==> config.mk <==
export PLATFORM = sky130hd
export DESIGN_NAME = gpio_altmux
export DESIGN_NICKNAME = d
export VERILOG_FILES = /design/src/rtl/gpio_altmux_pkg.sv /design/src/rtl/gpio_altmux_regs.sv /design/src/rtl/gpio_altmux_pad.sv /design/src/rtl/gpio_altmux_evt.sv /design/src/rtl/gpio_altmux.sv
export SDC_FILE = /design/constraint.sdc
export NUM_CORES = 1
export LEC_CHECK = 0
export BUFFER_PORTS_ARGS = -buffer_cell sky130_fd_sc_hd__buf_2
export CAP_MARGIN = 10
export CORE_AREA = 2 2 103 105
export CTS_CLUSTER_SIZE = 25
export DETAILED_ROUTE_END_ITERATION = 12
export DIE_AREA = 0 0 105 107
export PLACE_DENSITY = 0.76
export SLEW_MARGIN = 20
export SYNTH_ARGS = -nofsm -noshare
export SYNTH_HDL_FRONTEND = slang
export SYNTH_HIERARCHICAL = 1
export SYNTH_SLANG_ARGS = --single-unit
==> constraint.sdc <==
create_clock -name clk_i -period 2.1 [get_ports clk_i]
set_clock_uncertainty 0.15 [all_clocks]
set_input_delay 0.21 -clock clk_i [delete_from_list [all_inputs] [get_ports clk_i]]
set_output_delay 0.21 -clock clk_i [all_outputs]
set_load 0.05 [all_outputs]
==> src/rtl/gpio_altmux_pkg.sv <==
package gpio_altmux_pkg;
  typedef enum logic [2:0] {
    RG_FUNC  = 3'd0,
    RG_DIR   = 3'd1,
    RG_DATA  = 3'd2,
    RG_LEVEL = 3'd3,
    RG_STAT  = 3'd4,
    RG_NMIEN = 3'd5
  } reg_idx_e;

  localparam int unsigned BUS_W = 32;
endpackage

==> src/rtl/gpio_altmux_regs.sv <==
module gpio_altmux_regs
  import gpio_altmux_pkg::*;
#(
  parameter int unsigned NUM_PINS = 14,
  parameter int unsigned ADDR_W   = 5
) (
  input  logic                clk_i,
  input  logic                rst_ni,
  input  logic [ADDR_W-1:0]   addr_i,
  input  logic                we_i,
  input  logic [BUS_W-1:0]    wdata_i,
  input  logic [NUM_PINS-1:0] pin_state_i,
  input  logic [NUM_PINS-1:0] status_i,
  output logic [NUM_PINS-1:0] func_o,
  output logic [NUM_PINS-1:0] dir_o,
  output logic [NUM_PINS-1:0] data_o,
  output logic [NUM_PINS-1:0] level_o,
  output logic [NUM_PINS-1:0] nmien_o,
  output logic [NUM_PINS-1:0] clr_o,
  output logic [BUS_W-1:0]    rdata_o
);
  localparam int unsigned IDX_W = ADDR_W - 2;

  logic [IDX_W-1:0]    idx;
  logic [NUM_PINS-1:0] wd;
  logic                unused_bits;

  assign idx         = addr_i[ADDR_W-1:2];
  assign wd          = wdata_i[NUM_PINS-1:0];
  assign unused_bits = ^{wdata_i[BUS_W-1:NUM_PINS], addr_i[1:0]};

  always_ff @(posedge clk_i or negedge rst_ni) begin
    if (!rst_ni) begin
      func_o  <= '0;
      dir_o   <= '0;
      data_o  <= '0;
      level_o <= '0;
      nmien_o <= '0;
    end else if (we_i) begin
      case (idx)
        IDX_W'(RG_FUNC):  func_o  <= wd;
        IDX_W'(RG_DIR):   dir_o   <= wd;
        IDX_W'(RG_DATA):  data_o  <= wd;
        IDX_W'(RG_LEVEL): level_o <= wd;
        IDX_W'(RG_NMIEN): nmien_o <= wd;
        default: ;
      endcase
    end
  end

  assign clr_o = (we_i && idx == IDX_W'(RG_STAT)) ? wd : '0;

  always_comb begin
    rdata_o = '0;
    case (idx)
      IDX_W'(RG_FUNC):  rdata_o[NUM_PINS-1:0] = func_o;
      IDX_W'(RG_DIR):   rdata_o[NUM_PINS-1:0] = dir_o;
      IDX_W'(RG_DATA):  rdata_o[NUM_PINS-1:0] = pin_state_i;
      IDX_W'(RG_LEVEL): rdata_o[NUM_PINS-1:0] = level_o;
      IDX_W'(RG_STAT):  rdata_o[NUM_PINS-1:0] = status_i;
      IDX_W'(RG_NMIEN): rdata_o[NUM_PINS-1:0] = nmien_o;
      default: ;
    endcase
  end
endmodule

==> src/rtl/gpio_altmux_pad.sv <==
module gpio_altmux_pad #(
  parameter int unsigned       NUM_PINS     = 14,
  parameter logic [NUM_PINS-1:0] ALT_OUT_MASK = 14'h35F5
) (
  input  logic [NUM_PINS-1:0] func_i,
  input  logic [NUM_PINS-1:0] dir_i,
  input  logic [NUM_PINS-1:0] data_i,
  input  logic [NUM_PINS-1:0] pad_in_i,
  input  logic [NUM_PINS-1:0] alt_out_i,
  output logic [NUM_PINS-1:0] pad_out_o,
  output logic [NUM_PINS-1:0] pad_oe_o,
  output logic [NUM_PINS-1:0] alt_in_o,
  output logic [NUM_PINS-1:0] pin_state_o
);
  for (genvar n = 0; n < NUM_PINS; n++) begin : g_pin
    if (ALT_OUT_MASK[n]) begin : g_alt_drv
      assign pad_oe_o[n]  = func_i[n] | dir_i[n];
      assign pad_out_o[n] = func_i[n] ? alt_out_i[n] : (dir_i[n] & data_i[n]);
      assign alt_in_o[n]  = 1'b0;
    end else begin : g_alt_rcv
      logic unused_alt;
      assign unused_alt   = alt_out_i[n];
      assign pad_oe_o[n]  = ~func_i[n] & dir_i[n];
      assign pad_out_o[n] = ~func_i[n] & dir_i[n] & data_i[n];
      assign alt_in_o[n]  = func_i[n] & pad_in_i[n];
    end
    assign pin_state_o[n] = pad_oe_o[n] ? pad_out_o[n] : pad_in_i[n];
  end
endmodule

==> src/rtl/gpio_altmux_evt.sv <==
module gpio_altmux_evt #(
  parameter int unsigned NUM_PINS = 14
) (
  input  logic                clk_i,
  input  logic                rst_ni,
  input  logic [NUM_PINS-1:0] pin_state_i,
  input  logic [NUM_PINS-1:0] level_i,
  input  logic [NUM_PINS-1:0] clr_i,
  input  logic [NUM_PINS-1:0] nmien_i,
  output logic [NUM_PINS-1:0] status_o,
  output logic                irq_o,
  output logic                nmi_o
);
  logic [NUM_PINS-1:0] match;

  assign match = ~(pin_state_i ^ level_i);

  // set has priority over a same-cycle clear
  always_ff @(posedge clk_i or negedge rst_ni) begin
    if (!rst_ni) status_o <= '0;
    else         status_o <= (status_o & ~clr_i) | match;
  end

  assign irq_o = |(status_o & ~nmien_i);
  assign nmi_o = |(status_o & nmien_i);
endmodule

==> src/rtl/gpio_altmux.sv <==
module gpio_altmux
  import gpio_altmux_pkg::*;
#(
  parameter int unsigned         NUM_PINS     = 14,
  parameter int unsigned         ADDR_W       = 5,
  parameter logic [NUM_PINS-1:0] ALT_OUT_MASK = 14'h35F5
) (
  input  logic                clk_i,
  input  logic                rst_ni,
  input  logic [ADDR_W-1:0]   bus_addr_i,
  input  logic                bus_we_i,
  input  logic [31:0]         bus_wdata_i,
  output logic [31:0]         bus_rdata_o,
  input  logic [NUM_PINS-1:0] pad_in_i,
  output logic [NUM_PINS-1:0] pad_out_o,
  output logic [NUM_PINS-1:0] pad_oe_o,
  input  logic [NUM_PINS-1:0] alt_out_i,
  output logic [NUM_PINS-1:0] alt_in_o,
  output logic                irq_o,
  output logic                nmi_o
);
  logic [NUM_PINS-1:0] func_q, dir_q, data_q, level_q, nmien_q;
  logic [NUM_PINS-1:0] status_q, clr_mask, pin_state;

  gpio_altmux_regs #(.NUM_PINS(NUM_PINS), .ADDR_W(ADDR_W)) u_regs (
    .clk_i, .rst_ni,
    .addr_i      (bus_addr_i),
    .we_i        (bus_we_i),
    .wdata_i     (bus_wdata_i),
    .pin_state_i (pin_state),
    .status_i    (status_q),
    .func_o      (func_q),
    .dir_o       (dir_q),
    .data_o      (data_q),
    .level_o     (level_q),
    .nmien_o     (nmien_q),
    .clr_o       (clr_mask),
    .rdata_o     (bus_rdata_o)
  );

  gpio_altmux_pad #(.NUM_PINS(NUM_PINS), .ALT_OUT_MASK(ALT_OUT_MASK)) u_pad (
    .func_i      (func_q),
    .dir_i       (dir_q),
    .data_i      (data_q),
    .pad_in_i,
    .alt_out_i,
    .pad_out_o,
    .pad_oe_o,
    .alt_in_o,
    .pin_state_o (pin_state)
  );

  gpio_altmux_evt #(.NUM_PINS(NUM_PINS)) u_evt (
    .clk_i, .rst_ni,
    .pin_state_i (pin_state),
    .level_i     (level_q),
    .clr_i       (clr_mask),
    .nmien_i     (nmien_q),
    .status_o    (status_q),
    .irq_o,
    .nmi_o
  );
endmodule

==> run metrics, run 1 <==
initial antenna violation count=0; Clk pin slew, worst setup/hold paths=80 ps; R2R setup slack=570 ps; Max VDD drop=0.582 mV; pre-CTS setup slack=-20.8 ps; final wirelength=12600 um; Tmin final=2380 ps; Worst Tran Pin Value=846 ps; hold slack=10.5 ps; Primary FF master, synth=dfrtp_1; CTS tree=done; Crit Path Max Fanout=2; input/output buffers=91; worst skew pair latency=360 ps; TritonCTS Buffers=9; gr ovfl total=0; synth unique cells=40; Sink Count=84; H-tree Lvls=3; Max clock buf depth=2; CP max-delay cell=dfrtp_1; die area=11200 sq um; Nets=663; Rel. slew slack=43.4%; starting DRC count in detailed routing=235; WP buf/inv=1; Setup CP Type=flip-flop to primary output; Final ANT Viol Nets=0; area share of the largest cell type after synthesis=42.8%; CP delay by family, top=multiplexers; cell taking the most area after synthesis=dfrtp_1; Initial Util=48.6%; leakage power=0.00301 uW; outcome=finished with violations; num ports=144; vias in the first global route=3955; Slew Viols, Final=0; main area contributors after synthesis=dfrtp_1, mux2_2, mux2i_1; Critical Path AT=2020 ps; most common cell after layout, fill and taps aside=dfrtp_1; post-synthesis sequential area ratio=42.8%; Vias/cell=5.32; gpl congestion=0.844; Die W=105 um; Syn. warnings=6; Final WS setup=-279 ps; CP peak stage delay=410 ps; Synth-to-Final Area Change=28.9%; Die Y=107 um; FILL cells=832; CP Cell Sequence=nor2b_4 > mux2_4 > mux2_4 > a221oi_4 > a31oi_2 > buf_6; Tcrit/Tclk final=113%; GRT Total Usage=23.1%; largest net degree at the start of global routing=43; Worst EP required=1740 ps; layout cell share with drive strength beyond 1=47.1%; commonest non-fill, non-tap cells in the layout=dfrtp_1, buf_2, mux2_2, buf_4; Critical Path Start Type=flip-flop; clk root buf=clkbuf_8; Gate Count Post-Synth=448; first-pass GRT wire length=20200 um; Final HPWL DP=8770 um; routed via count=3898; CP Capture Type=primary output; Final Hold Vio Count=0; # setup viols final=5; n_diodes=0; RSZ-0062 raised after global routing=true; FP Rows=37; Mapped Area=4910 sq um; Post-synth EDFFs=0; wire per inst=17.2 um; Worst Hold Class=primary input to flip-flop; max_cap viols=0; Peak Freq=420 MHz; flops & latches, synth=84; number of remaining DRC errors=0; drt pass-1 iters=4; Avg Cell Area, Syn=11.0 sq um; pwr/cell area=939 nW/um^2; fin util=62.7%; fraction of registers with async set/reset=100%; core area=10100 sq um; Top cell by count, worst path=mux2_4; failing checks=negative setup slack
## path summary, 6_finish.rpt
kind | from | end | depth (start not counted)
min in group asynchronous | rst_ni | u_regs/func_o[10] | 2
worst max register to register | u_regs/func_o[3] | u_evt/status_o[3] | 5
worst min-delay path | bus_wdata_i[2] | u_regs/nmien_o[2] | 2
max in group asynchronous | rst_ni | u_regs/nmien_o[4] | 3
worst min register to register | u_regs/data_o[9] | u_regs/data_o[9] | 1
worst max-delay path | u_regs/func_o[1] | bus_rdata_o[1] | 6
## cell type report
cell class | count | area (sq um) | share of cell area, %
clock inverters | 3 | 65.1 | 1.03
repair buffers | 157 | 1080 | 17.2
well taps | 136 | 170 | 2.69
inverters | 17 | 63.8 | 1.01
clock buffers | 10 | 128 | 2.02
multi-input cells | 326 | 2710 | 42.8
flip-flops and latches | 84 | 2100 | 33.3
## repair_timing
| item | CTS | global route |
|---|---|---|
| setup endpoints to repair | 15 | 15 |
| setup buffers | 14 | 6 |
| pin swaps | 4 | 6 |
| hold endpoints to repair | 63 | 0 |
| hold buffers | 13 | 0 |
| gates resized for setup | 43 | 19 |
| gates cloned | 0 | 0 |
## registers in the layout (all words and copies together) (netlist names)
name,flops
u_evt/status_o,14
u_regs/data_o,14
u_regs/dir_o,14
u_regs/func_o,14
u_regs/level_o,14
u_regs/nmien_o,14
## per-stage QoR
step	instances	instance area, sq um	power, uW	setup TNS [ps]
6_report	733	6320	5940	-677
5_1_grt	733	6320	6230	-1420
4_1_cts	727	6200	5840	-653
3_5_place_dp	687	5660	4440	-20.8
3_3_place_gp	687	5660	4360	0
2_1_floorplan	474	5070	3940	-163
## cell families after synthesis
logic type / share of synthesized area [%]
XOR/XNOR: 2.50
flip-flops: 42.8
buffers and inverters: 7.52
multiplexers: 26.3
other: 0.153
AO/OA/AOI/OAI: 9.94
AND/OR/NAND/NOR: 10.8
## report_power, final
group	switching (uW)	total (uW)	internal [uW]
clock network	555	1200	649
registers	339	2270	1930
logic	1450	2460	1010
## synthesized netlist by cell type (7+ instances only)
master    number
xor2_1        14
buf_2         10
mux2_1        10
o221ai_1       7
nor2_1         8
inv_1         17
o21ai_0       34
and2_1        20
mux2i_1       33
buf_4         29
mux2_2        70
or2_2         10
o22ai_1        7
nand2_1       29
clkbuf_1       7
dfrtp_1       84
## routing by layer
metal  GRT usage, %  vias up  wire length [um]
met5              0        -                 0
met4           8.86        0               216
met3           3.77       20               640
met2           38.2      127              6220
met1           30.6     1915              5500
li1               -     1836                 -
(Power assumes the default switching activity.)
==> run 2: changes to the inputs <==
--- a/config.mk
+++ b/config.mk
@@ -6,12 +6,13 @@
 export NUM_CORES = 1
 export LEC_CHECK = 0
 export BUFFER_PORTS_ARGS = -buffer_cell sky130_fd_sc_hd__buf_2
-export CAP_MARGIN = 10
 export CORE_AREA = 2 2 103 105
+export CTS_BUF_LIST = sky130_fd_sc_hd__clkbuf_2 sky130_fd_sc_hd__clkbuf_4 sky130_fd_sc_hd__clkbuf_8
 export CTS_CLUSTER_SIZE = 25
 export DETAILED_ROUTE_END_ITERATION = 12
 export DIE_AREA = 0 0 105 107
 export PLACE_DENSITY = 0.76
+export SKIP_CTS_REPAIR_TIMING = 1
 export SLEW_MARGIN = 20
 export SYNTH_ARGS = -nofsm -noshare
 export SYNTH_HDL_FRONTEND = slang
==> run 2 against run 1 <==
Core utilization decreased by 1.1 points. Sequential power barely moved. Critical path type unchanged. Register-to-register slack about the same. Non-clock buffer count decreased by 13. The flow finishes with violations (negative hold slack, negative setup slack). Setup slack better by 2.7 ps. Global-route usage decreased by 0.85 points. Clock-buffer cell count unchanged. Cell count shrank 1.8%.
==> run metrics, run 2 (synthesis gave the netlist of run 1 again) <==
starting DRC count in detailed routing=237 (+0.85%); core area=10100 sq um (unchanged); layout cell share with drive strength beyond 1=47.9% (+0.88 points); clk root buf=clkbuf_8; Die W=105 um (unchanged); Die Y=107 um (unchanged); hold slack=-10.8 ps (-21.3 ps); die area=11200 sq um (unchanged); Initial Util=48.6% (unchanged); commonest non-fill, non-tap cells in the layout=dfrtp_1, buf_2, mux2_2, buf_4; Sink Count=84 (unchanged); vias in the first global route=3802 (-3.9%); Design Area, Final=6220 sq um (-1.7%); worst skew pair latency=370 ps (about the same); Tmin final=2380 ps (-2.73 ps); largest net degree at the start of global routing=43 (unchanged); outcome=finished with violations; CTS tree=done; Worst EP required=1740 ps (about the same); gpl congestion=0.844 (unchanged); Peak Freq=421 MHz (+0.11%); H-tree Lvls=3 (unchanged); Setup CP Type=flip-flop to primary output; Worst Tran Pin Value=850 ps (+3.66 ps); initial antenna violation count=0 (unchanged); Critical Path Start Type=flip-flop; Rel. slew slack=43.1% (-0.24 points); Worst Hold Class=primary input to flip-flop; Layout Cells excl Fill=720 (-1.8%); Final WS setup=-276 ps (+2.73 ps); Synth-to-Final Area Change=26.7%; most common cell after layout, fill and taps aside=dfrtp_1; Vias/cell=5.38 (+1.2%); routed via count=3874 (-0.62%); num ports=144 (unchanged); Nets=650 (-2.0%); FILL cells=843 (+1.3%); input/output buffers=91 (unchanged); Area after DPL=5660 sq um (unchanged); Final HPWL DP=8770 um (unchanged); GRT Total Usage=22.2% (-0.85 points); number of remaining DRC errors=0 (unchanged); pwr/cell area=947 nW/um^2 (+0.92%); Max VDD drop=0.595 mV (+2.2%); max_cap viols=0 (unchanged); RSZ-0062 raised after global routing=true; # setup viols final=8 (+3); Tcrit/Tclk final=113% (-0.13 points); gr ovfl total=0 (unchanged); Slew Viols, Final=0 (unchanged); FP Rows=37 (unchanged); final wirelength=12300 um (-2.1%); TritonCTS Buffers=9 (unchanged); first-pass GRT wire length=19400 um (-3.9%); Clk pin slew, worst setup/hold paths=70 ps (about the same); CP Capture Type=primary output; pre-CTS setup slack=-20.8 ps (unchanged); Final Hold Vio Count=3 (+3); Critical Path AT=2020 ps (about the same); DP Cell Count=687 (unchanged); wire per inst=17.1 um (-0.38%); drt pass-1 iters=4 (unchanged); leakage power=0.00295 uW (-1.9%); failing checks=negative hold slack, negative setup slack; n_diodes=0 (unchanged); Crit Path Max Fanout=3 (+1); Max clock buf depth=2 (unchanged); Final ANT Viol Nets=0 (unchanged)
[run 2: report_power, final]
group          switching [uW]  internal, uW
clock network             548           662
logic                    1410           976
registers                 355          1940
total                    2320          3570
[run 2: layout make-up]
cell class	instances	area, sq um	area share, %
Timing Repair Buffer	144	970	15.6
Clock inverter	3	65.1	1.05
Multi-Input combinational cell	326	2710	43.6
Tap cell	136	170	2.74
Inverter	17	63.8	1.03
Clock buffer	10	131	2.11
Sequential cell	84	2110	33.9
[run 2: worst max-delay path, cell delays in order, from the launching register on]
cell      delay [ps]
dfrtp_1          390
nor2b_4          180
mux2_4           320
mux2_4           270
a221oi_2         260
a31oi_2           80
buf_6            170
[run 2: per-stage QoR]
step,power (uW),utilization [%],setup TNS (ps),hold slack (ps)
3_5_place_dp,4440,56.1,-20.8,80.7
2_1_floorplan,3940,-,-163,-236
5_1_grt,6200,61.6,-1650,-0.0750
4_1_cts,5650,58.0,-2690,-312
3_3_place_gp,4360,56.1,0,75.3
6_report,5890,61.6,-829,-10.8
[run 2: final timing paths]
| path | startpoint | to | slack, ps | depth (start not counted) |
|---|---|---|---|---|
| max | u_regs/dir_o[1] | bus_rdata_o[1] | -280 | 6 |
| min | bus_wdata_i[5] | u_regs/level_o[5] | -10 | 2 |
| max reg2reg | u_regs/dir_o[1] | u_evt/status_o[1] | 560 | 5 |
| min reg2reg | u_regs/data_o[9] | u_regs/data_o[9] | 380 | 1 |
| max in group asynchronous | rst_ni | u_regs/nmien_o[4] | 910 | 3 |
| min in group asynchronous | rst_ni | u_regs/dir_o[9] | 210 | 2 |
[run 2: per-layer routing]
metal,share of wire [%],global-route usage [%]
met5,0,0
met4,1.8,8.86
met3,6.4,3.83
met2,49,36.3
met1,43,29.6
==> run 3: changes to the inputs <==
--- a/config.mk
+++ b/config.mk
@@ -5,12 +5,14 @@
 export SDC_FILE = /design/constraint.sdc
 export NUM_CORES = 1
 export LEC_CHECK = 0
+export ABC_AREA = 1
 export BUFFER_PORTS_ARGS = -buffer_cell sky130_fd_sc_hd__buf_2
-export CORE_AREA = 2 2 103 105
+export CAP_MARGIN = 5
+export CORE_AREA = 2 2 106 108
 export CTS_BUF_LIST = sky130_fd_sc_hd__clkbuf_2 sky130_fd_sc_hd__clkbuf_4 sky130_fd_sc_hd__clkbuf_8
 export CTS_CLUSTER_SIZE = 25
 export DETAILED_ROUTE_END_ITERATION = 12
-export DIE_AREA = 0 0 105 107
+export DIE_AREA = 0 0 108 110
 export PLACE_DENSITY = 0.76
 export SKIP_CTS_REPAIR_TIMING = 1
 export SLEW_MARGIN = 20
==> run 3 against run 2 <==
Highest routed layer unchanged. Clock-buffer cell count up 3. Sequential cell count unchanged. Core utilization down 4.1 points. The run ends with negative hold slack left. Largest power group is now sequential cells. Largest cell class unchanged. Design area down 0.99%. Critical path type unchanged. Clock power down 9.9%.
==> run metrics, run 3 <==
Primary FF master, synth=dfrtp_1; largest net degree at the start of global routing=40 (-7.0%); hold slack=-29.3 ps (-18.6 ps); flops & latches, synth=84 (unchanged); Worst path depth=8 (+2); fin util=57.6% (-4.1 points); post-synthesis sequential area ratio=39.7% (-3.2 points); Final HPWL DP=9230 um (+5.2%); DP Cell Count=1004 (+46%); max_cap viols=0 (unchanged); layout cell share with drive strength beyond 1=16.6% (-31 points); Hold Path Stages=3 (+1); fraction of registers with async set/reset=100% (unchanged); Worst Tran Pin Value=542 ps (-308 ps); gr ovfl total=0 (unchanged); WP buf/inv=3 (+2); TritonCTS Buffers=9 (unchanged); Clk pin slew, worst setup/hold paths=90 ps (+20 ps); clk root buf=clkbuf_8; wire per inst=12.8 um (-25%); Die Y=110 um (+2.8%); outcome=finished with violations; final wirelength=13200 um (+7.6%); Initial Util=49.5% (+0.91 points); FP Rows=38 (+2.7%); GRT Total Usage=23.3% (+1.0 points); worst skew pair latency=350 ps (-20 ps); area share of the largest cell type after synthesis=39.7% (-3.2 points); reg2reg path depth=7 (+2); RSZ-0062 raised after global routing=false; top post-synthesis cells by count=nand2_1, inv_1, dfrtp_1, o21ai_0, nor2_1; Tcrit/Tclk final=93.6% (-20 points); Gate Count Post-Synth=785 (+75%); Final Hold Vio Count=2 (-1); die area=11900 sq um (+5.7%); Rel. slew slack=63.8% (+21 points); CP Cell Sequence=inv_1 > nand3_1 > nand2_1 > inv_1 > nor2_1 > nor2_1 > nand2_1 > buf_2; Slew Viols, Final=0 (unchanged); Nets=957 (+47%); Syn. warnings=6 (unchanged); cell taking the most area after synthesis=dfrtp_1; Synth-to-Final Area Change=16.2%; Tmin final=1970 ps (-410 ps); share of synthesized area spent on multiplexers=0% (-26 points); CTS tree=done; H-tree Lvls=3 (unchanged); Die W=108 um (+2.9%); Critical Path AT=1610 ps (-410 ps); Worst EP required=1740 ps (about the same); drt pass-1 iters=5 (+1); Post-Synth Adder-Cell Area=0% (unchanged); Crit Path Max Fanout=4 (+1); input/output buffers=91 (unchanged); leakage power=0.00363 uW (+23%); Synth Area in XOR/XNOR=0% (-2.5 points); main area contributors after synthesis=dfrtp_1, nand2_1, inv_1; Layout Cells excl Fill=1034 (+44%); first-pass GRT wire length=21600 um (+11%); CP max-delay cell=dfrtp_1; count leader, synth=nand2_1; Synth Area in Simple Gates=33.8% (+23 points); Compound-Gate Fraction of Synth Area=10.5% (+0.56 points); initial antenna violation count=1 (+1); Worst Hold Class=primary input to flip-flop; CP peak stage delay=420 ps (+30 ps); Setup CP Type=flip-flop to primary output; setup_tns=0 ps (+829 ps); Vias/cell=4.89 (-9.2%); CP Capture Type=primary output; most common cell after layout, fill and taps aside=nand2_1; commonest non-fill, non-tap cells in the layout=nand2_1, inv_1, buf_2, o21ai_0, dfrtp_1; gpl congestion=0.826 (-2.2%); largest family of logic cells by synthesized area=simple AND/OR/NAND/NOR gates; failing checks=negative hold slack; Avg Cell Area, Syn=6.75 sq um (-38%); synth unique cells=21 (-48%); Mapped Area=5300 sq um (+8.0%); Sink Count=84 (unchanged); CP delay by family, top=simple AND/OR/NAND/NOR gates; num ports=144 (unchanged); core area=10700 sq um (+6.0%); Post-synth EDFFs=0 (unchanged); Final ANT Viol Nets=0 (unchanged); starting DRC count in detailed routing=282 (+19%); vias in the first global route=4593 (+21%); number of remaining DRC errors=0 (unchanged); pwr/cell area=844 nW/um^2 (-11%); routed via count=5053 (+30%); FILL cells=1046 (+24%); Max clock buf depth=2 (unchanged); # setup viols final=0 (-8); Max VDD drop=0.418 mV (-30%); Peak Freq=508 MHz (+21%); Critical Path Start Type=flip-flop
-- run 3: cell type report --
type / count / area, sq um / area share (%)
clock inverters: 2 / 10.0 / 0.163
repair buffers: 125 / 773 / 12.6
multi-input cells: 544 / 2450 / 39.9
diodes: 1 / 2.50 / 0.0406
well taps: 140 / 175 / 2.84
inverters: 125 / 472 / 7.66
clock buffers: 13 / 166 / 2.70
flip-flops and latches: 84 / 2100 / 34.2
-- run 3: cell families after synthesis --
| kind of cell | Yosys count |
|---|---|
| buffers and inverters | 183 |
| flip-flops | 84 |
| AND/OR/NAND/NOR | 412 |
| AO/OA/AOI/OAI | 104 |
| other | 2 |
-- run 3: worst register-to-register path, delay by kind of cell, from the launching register on --
family,cells,cell delay [ps]
AOI/OAI and AO/OA,2,180
buffers and inverters,1,100
DFF,1,420
and+or+nand+nor,4,300
-- run 3: worst paths after layout --
check	startpoint	to	slack, ps
worst min register to register	u_regs/data_o[2]	u_regs/data_o[2]	340
worst min-delay path	bus_wdata_i[13]	u_regs/level_o[13]	-30
max in group asynchronous	rst_ni	u_regs/level_o[13]	1050
min in group asynchronous	rst_ni	u_regs/data_o[7]	190
worst max register to register	u_regs/func_o[12]	u_evt/status_o[12]	830
worst max-delay path	u_regs/func_o[13]	bus_rdata_o[13]	130
-- run 3: routing by layer --
layer	share of wire, %	wire length [um]	global-route usage [%]	vias to the layer above
met5	0	0	0	-
met4	1.4	191	7.78	0
met3	6.1	813	3.06	20
met2	48	6360	39.7	166
met1	44	5880	30.7	2278
li1	-	-	-	2589
-- run 3: stage by stage --
stage / hold slack [ps] / power [uW] / setup WS [ps] / instance area [sq um]
detailed placement: 41.5 / 4110 / 128 / 5820
finish: -29.3 / 5190 / 133 / 6160
global route: 11.3 / 5530 / 2.33 / 6150
global placement: 41.5 / 4070 / 182 / 5820
floorplan: -236 / 3680 / 318 / 5400
CTS: -333 / 5170 / 99.5 / 6000
-- run 3: report_power, final --
part / total [uW] / leakage, uW / internal, uW / switching (uW)
Sequential: 2140 / 0.00100 / 1890 / 253
Combinational: 1960 / 0.00254 / 521 / 1440
Clock: 1090 / 0.0000961 / 512 / 578
